$ cat src/rtl/i2c_tgt_pkg.sv
package i2c_tgt_pkg;

    localparam int TGT_W   = 10;
    localparam int SPEC_W  = 2;
    localparam int BYTE_W  = 8;
    localparam int REG_W   = TGT_W + SPEC_W + 1;
    localparam int LANES   = 2;
    localparam int CMD_BIT = 8;

    // Bit order matches the register layout: 12 width select, 11:10 special, 9:0 address
    typedef struct packed {
        logic              addr10;
        logic [SPEC_W-1:0] spec;
        logic [TGT_W-1:0]  tgt;
    } tar_reg_t;

    typedef struct packed {
        logic              rd;
        logic [BYTE_W-1:0] dat;
    } cmd_t;

    typedef struct packed {
        logic spec_ok;
        logic addr_ok;
    } wperm_t;

    // Per-bit write mask from lane strobes
    function automatic logic [REG_W-1:0] lane_mask(input logic [LANES-1:0] strb);
        return {{(REG_W-BYTE_W){strb[1]}}, {BYTE_W{strb[0]}}};
    endfunction

    // Per-bit write mask from field permissions
    function automatic logic [REG_W-1:0] field_mask(input wperm_t p);
        return {p.addr_ok, {SPEC_W{p.spec_ok}}, {TGT_W{p.addr_ok}}};
    endfunction

endpackage

$ cat src/rtl/i2c_tgt_wr_decode.sv
module i2c_tgt_wr_decode
    import i2c_tgt_pkg::*;
#(
    parameter int          ADDR_W     = 4,
    parameter logic [ADDR_W-1:0] TAR_OFS = 4'h1,
    parameter logic [ADDR_W-1:0] CMD_OFS = 4'h4,
    parameter bit          DYN_UPDATE = 1'b1
) (
    input  logic              wr_en,
    input  logic [ADDR_W-1:0] wr_addr,
    input  logic [LANES-1:0]  wr_strb,
    input  logic              ctrl_en,
    input  logic              mst_idle,
    input  logic              txf_empty,
    output logic              tar_wr,
    output logic              cmd_wr,
    output wperm_t            perm
);

    logic dyn_ok;

    generate
        if (DYN_UPDATE) begin : g_dyn
            assign dyn_ok = mst_idle & txf_empty;
        end else begin : g_static
            logic unused_flags;
            assign unused_flags = mst_idle ^ txf_empty;
            assign dyn_ok = 1'b0;
        end
    endgenerate

    always_comb begin
        tar_wr       = wr_en && (wr_addr == TAR_OFS);
        cmd_wr       = wr_en && (wr_addr == CMD_OFS) && (&wr_strb);
        perm.spec_ok = !ctrl_en;
        perm.addr_ok = !ctrl_en || dyn_ok;
    end

endmodule

$ cat src/rtl/i2c_tgt_addr_store.sv
module i2c_tgt_addr_store
    import i2c_tgt_pkg::*;
#(
    parameter logic [TGT_W-1:0] TGT_RST = 10'h055
) (
    input  logic             clk,
    input  logic             rst,
    input  logic             tar_wr,
    input  wperm_t           perm,
    input  logic [LANES-1:0] wr_strb,
    input  logic [REG_W-1:0] wr_data,
    output tar_reg_t         q
);

    localparam tar_reg_t RST_VAL = '{addr10: 1'b0, spec: '0, tgt: TGT_RST};

    logic [REG_W-1:0] we_bits;
    logic [REG_W-1:0] rst_bits;
    logic [REG_W-1:0] q_bits;

    assign we_bits  = {REG_W{tar_wr}} & lane_mask(wr_strb) & field_mask(perm);
    assign rst_bits = RST_VAL;

    genvar b;
    generate
        for (b = 0; b < REG_W; b++) begin : g_bit
            always_ff @(posedge clk) begin
                if (rst)
                    q_bits[b] <= rst_bits[b];
                else if (we_bits[b])
                    q_bits[b] <= wr_data[b];
            end
        end
    endgenerate

    assign q = q_bits;

endmodule

$ cat src/rtl/i2c_tgt_cmd_push.sv
module i2c_tgt_cmd_push
    import i2c_tgt_pkg::*;
(
    input  logic              clk,
    input  logic              rst,
    input  logic              cmd_wr,
    input  logic              txf_full,
    input  logic [CMD_BIT:0]  wr_cmd,
    output logic              push_valid,
    output cmd_t              push_q
);

    cmd_t next_cmd;

    always_comb begin
        next_cmd.rd  = wr_cmd[CMD_BIT];
        next_cmd.dat = wr_cmd[CMD_BIT] ? '0 : wr_cmd[BYTE_W-1:0];
    end

    always_ff @(posedge clk) begin
        if (rst) begin
            push_valid <= 1'b0;
            push_q     <= '0;
        end else begin
            push_valid <= cmd_wr && !txf_full;
            if (cmd_wr && !txf_full)
                push_q <= next_cmd;
        end
    end

endmodule

$ cat src/rtl/i2c_tgt_addr_regs.sv
module i2c_tgt_addr_regs
    import i2c_tgt_pkg::*;
#(
    parameter int                ADDR_W     = 4,
    parameter logic [ADDR_W-1:0] TAR_OFS    = 4'h1,
    parameter logic [ADDR_W-1:0] CMD_OFS    = 4'h4,
    parameter bit                DYN_UPDATE = 1'b1,
    parameter logic [9:0]        TGT_RST    = 10'h055
) (
    input  logic              clk,
    input  logic              rst,
    input  logic              wr_en,
    input  logic [ADDR_W-1:0] wr_addr,
    input  logic [12:0]       wr_data,
    input  logic [1:0]        wr_strb,
    input  logic              ctrl_en,
    input  logic              mst_idle,
    input  logic              txf_empty,
    input  logic              txf_full,
    output logic [9:0]        tgt_addr,
    output logic              addr10_mode,
    output logic [1:0]        spec_mode,
    output logic              push_valid,
    output logic              push_rd,
    output logic [7:0]        push_byte
);

    logic     tar_wr;
    logic     cmd_wr;
    wperm_t   perm;
    tar_reg_t tar_q;
    cmd_t     push_q;

    i2c_tgt_wr_decode #(
        .ADDR_W(ADDR_W), .TAR_OFS(TAR_OFS), .CMD_OFS(CMD_OFS), .DYN_UPDATE(DYN_UPDATE)
    ) dec_i (
        .wr_en(wr_en), .wr_addr(wr_addr), .wr_strb(wr_strb), .ctrl_en(ctrl_en),
        .mst_idle(mst_idle), .txf_empty(txf_empty),
        .tar_wr(tar_wr), .cmd_wr(cmd_wr), .perm(perm)
    );

    i2c_tgt_addr_store #(.TGT_RST(TGT_RST)) store_i (
        .clk(clk), .rst(rst), .tar_wr(tar_wr), .perm(perm),
        .wr_strb(wr_strb), .wr_data(wr_data), .q(tar_q)
    );

    i2c_tgt_cmd_push push_i (
        .clk(clk), .rst(rst), .cmd_wr(cmd_wr), .txf_full(txf_full),
        .wr_cmd(wr_data[CMD_BIT:0]), .push_valid(push_valid), .push_q(push_q)
    );

    logic unused_hi;
    assign unused_hi = ^wr_data[12:9];

    assign tgt_addr    = tar_q.tgt;
    assign addr10_mode = tar_q.addr10;
    assign spec_mode   = tar_q.spec;
    assign push_rd     = push_q.rd;
    assign push_byte   = push_q.dat;

endmodule

$ cat config.mk
export PLATFORM = sky130hd
export DESIGN_NAME = i2c_tgt_addr_regs
export DESIGN_NICKNAME = d
export VERILOG_FILES = /design/src/rtl/i2c_tgt_pkg.sv /design/src/rtl/i2c_tgt_wr_decode.sv /design/src/rtl/i2c_tgt_addr_store.sv /design/src/rtl/i2c_tgt_cmd_push.sv /design/src/rtl/i2c_tgt_addr_regs.sv
export SDC_FILE = /design/constraint.sdc
export NUM_CORES = 1
export LEC_CHECK = 0
export BUFFER_PORTS_ARGS = -buffer_cell sky130_fd_sc_hd__buf_2
export CAP_MARGIN = 20
export CORE_UTILIZATION = 38
export CTS_CLUSTER_SIZE = 20
export DETAILED_ROUTE_END_ITERATION = 10
export MAX_ROUTING_LAYER = met4
export PLACE_DENSITY = 0.64
export REMOVE_ABC_BUFFERS = 1
export SLEW_MARGIN = 20
export SYNTH_ARGS = -nofsm -noshare
export SYNTH_HDL_FRONTEND = slang
export SYNTH_SLANG_ARGS = --single-unit
$ cat constraint.sdc
create_clock -name clk -period 1.8 [get_ports clk]
set_input_delay 0.27 -clock clk [delete_from_list [all_inputs] [get_ports clk]]
set_output_delay 0.27 -clock clk [all_outputs]
set_load 0.03 [all_outputs]
==> results_dict.tcl <==
set metrics [dict create \
    leakage_nw 0.538 \
    worstPathRequired_ns 1.53 \
    mostFrequentLayoutCells "48 x buf_2, 23 x dfxtp_1, 18 x nand2b_1, 13 x mux2i_1, 9 x a21oi_1" \
    cp.buffers_inverters 1 \
    grt_pass1_wl_microns 3430 \
    clkPwrFrac 0.282 \
    rsz0062_at_grt "false" \
    vias 930 \
    fin_skew_ns 0 \
    cts_tree "done" \
    max_slew_margin 0.642 \
    layout.cells.most_common "buf_2" \
    ir_drop_uv 400 \
    post_cts.resized_instances 0 \
    start_util 0.418 \
    yosysUniqueCellTypes 19 \
    cp_slowest_stage_delay_ns 0.37 \
    antenna_found_initial 0 \
    clockRootBuffer "clkbuf_4" \
    timing.final.crit_period_ns 1.14 \
    fp.coreArea_sq_um 2570 \
    crit_chain "buf_2" \
    dr.max_layer_used "met4" \
    wirelength_microns 2310 \
    htree_num_levels 1 \
    grt_pass1_vias 827 \
    drt-initial-drc-count 4 \
    worst-path-stages 1 \
    drv_cap 0 \
    clkLatencyLatePin_ns 0.30 \
    power_density_nw_per_um2 626 \
    n_fill_cell 262 \
    worst_setup_path_start_kind "flip-flop" \
    status "completed" \
    p_seq_frac 0.610 \
    grt_overflow 0 \
    worstPathMaxFanout 2 \
    p_sw_w 0.000197 \
    reg2reg_to "push_i.push_q[1]$_SDFFE_PP0P_" \
    area_growth_pct 25.0 \
    period_share 0.636 \
    ys_ff_latch 23 \
    tns_ns 0 \
    holdCritStartpoint "wr_data[12]" \
    layout.nets 179 \
    hold_class "in -> reg" \
    hpwl_microns 1710 \
    whs_ns 0.207 \
    portBuffers 48 \
    cts_setup_buffers 0 \
    finalHoldViolations 0 \
    comb_power_share 0.108 \
    yosysSeqAreaShare 0.429 \
    p_int_w 0.000641 \
    final_core_util 0.522 \
    syn_area_sq_um 1070 \
    post_drt_via_cell_ratio 5.11 \
    drive_gt1_frac 0.382 \
    wl_per_cell_microns 12.7 \
    place_congestion 0.725 \
    cts.sinks 23 \
    clock_path_buffers 2 \
    numCtsBuffers 3 \
    slowest_stage "dfxtp_1" \
    grt_max_degree 37 \
    drc 0 \
    ant_nets 0 \
    track_usage 0.164 \
    clk_pin_slew_worst_paths_ns 0.12 \
    finalSetupViolations 0 \
    avgSynthCellArea_sq_um 9.93 \
    hold_path_end "store_i.q[12]$_SDFFE_PP0P_" \
    reg2reg_depth 2 \
    whs_path_depth 3 \
    antenna_cells 0 \
    rows 18 \
    m1WireLength_microns 1100 \
    fmaxAchievable_ghz 0.874 \
    r2r_start "push_i.push_q[1]$_SDFFE_PP0P_" \
    path_class "reg -> out" \
    dr_wl_met3_microns 95 \
    maxSlewViolCount 0 \
    crit_start "push_i.push_q[1]$_SDFFE_PP0P_" \
    yosys_warnings 0 \
    cp-end-kind "output port" \
    r2r_slack_ns 1.15 \
    met2_length_microns 1100 \
    worst_pin_slew_ns 0.535 \
    die_width_microns 55.1 \
    synth_cells 108 \
    cpLargestDelayFamily "flip-flops" \
    postCtsHoldBufs 0 \
    switching_share 0.235 \
    dieArea_sq_um 3040 \
    io_pins 49 \
    dieHeight_microns 55.1 \
    crit_arrival_ns 0.87 \
    firstDrtPassIters 3 \
]
## worst max path at each step
stage                                      to
CTS                 store_i.q[7]$_SDFFE_PP0P_
finish                           push_byte[1]
detailed placement  store_i.q[1]$_SDFFE_PP0P_
global route        store_i.q[6]$_SDFFE_PP1P_
floorplan           store_i.q[0]$_SDFFE_PP1P_
global placement    store_i.q[4]$_SDFFE_PP1P_
## Yosys cell counts
cell type,instances,area share
dfxtp_1,23,0.43
nand2b_1,18,0.11
mux2i_1,13,0.12
a21oi_1,9,0.042
nand4b_1,8,0.065
nor2_1,8,0.028
o21ai_0,8,0.037
buf_2,5,0.023
clkbuf_1,3,0.011
and4bb_2,2,0.023
nand4bb_1,2,0.021
nor3_2,2,0.019
a21boi_1,1,0.0070
nand2b_4,1,0.013
nand3_1,1,0.0047
nand4bb_4,1,0.026
nor3_1,1,0.0047
nor3_4,1,0.015
o21ai_1,1,0.0047
## metrics by stage
step / setup WS [ns] / area (sq um) / power [W] / std cells
2_1_floorplan: 0.605 / 1040 / 0.000563 / 100
3_3_place_gp: 0.329 / 1310 / 0.000613 / 178
3_5_place_dp: 0.287 / 1310 / 0.000615 / 178
4_1_cts: 0.621 / 1340 / 0.000846 / 182
5_1_grt: 0.543 / 1340 / 0.000868 / 182
6_report: 0.656 / 1340 / 0.000838 / 182
## area by class of cell
| class | instances | area [sq um] | area share |
|---|---|---|---|
| tap | 30 | 37.5 | 0.0280 |
| timing repair buffer | 48 | 240 | 0.179 |
| clock buffer | 4 | 26.3 | 0.0196 |
| sequential | 23 | 460 | 0.344 |
| multi-input combinational | 77 | 576 | 0.430 |
## sequential cells by signal, summed over array words and instances, names as in the netlist
| register | flops |
|---|---|
| push_i.push_q | 9 |
| store_i.q | 13 |
| push_i.push_valid | 1 |
## cell families (layout without fill, tap and decap cells)
group / after synthesis / count (layout) / synth area share
buffers and inverters: 8 / 52 / 0.0338
flip-flops: 23 / 23 / 0.429
multiplexers: 13 / 13 / 0.121
AO/OA/AOI/OAI: 19 / 19 / 0.0910
AND/OR/NAND/NOR: 45 / 45 / 0.324
## power by group through the flow
stage | Sequential, W | Combinational (W) | Clock [W]
CTS | 0.000512 | 0.0000917 | 0.000243
detailed placement | 0.000523 | 0.0000917 | 0
floorplan | 0.000526 | 0.0000363 | 0
global route | 0.000512 | 0.0000999 | 0.000257
global placement | 0.000523 | 0.0000898 | 0
finish | 0.000511 | 0.0000905 | 0.000237
## layer usage
layer / up-vias / global-route usage
met4: 0 / 0.0500
met3: 4 / 0.0328
met2: 29 / 0.287
met5: - / -
li1: 472 / -
met1: 425 / 0.186
Power figures use the tool's default switching activity.
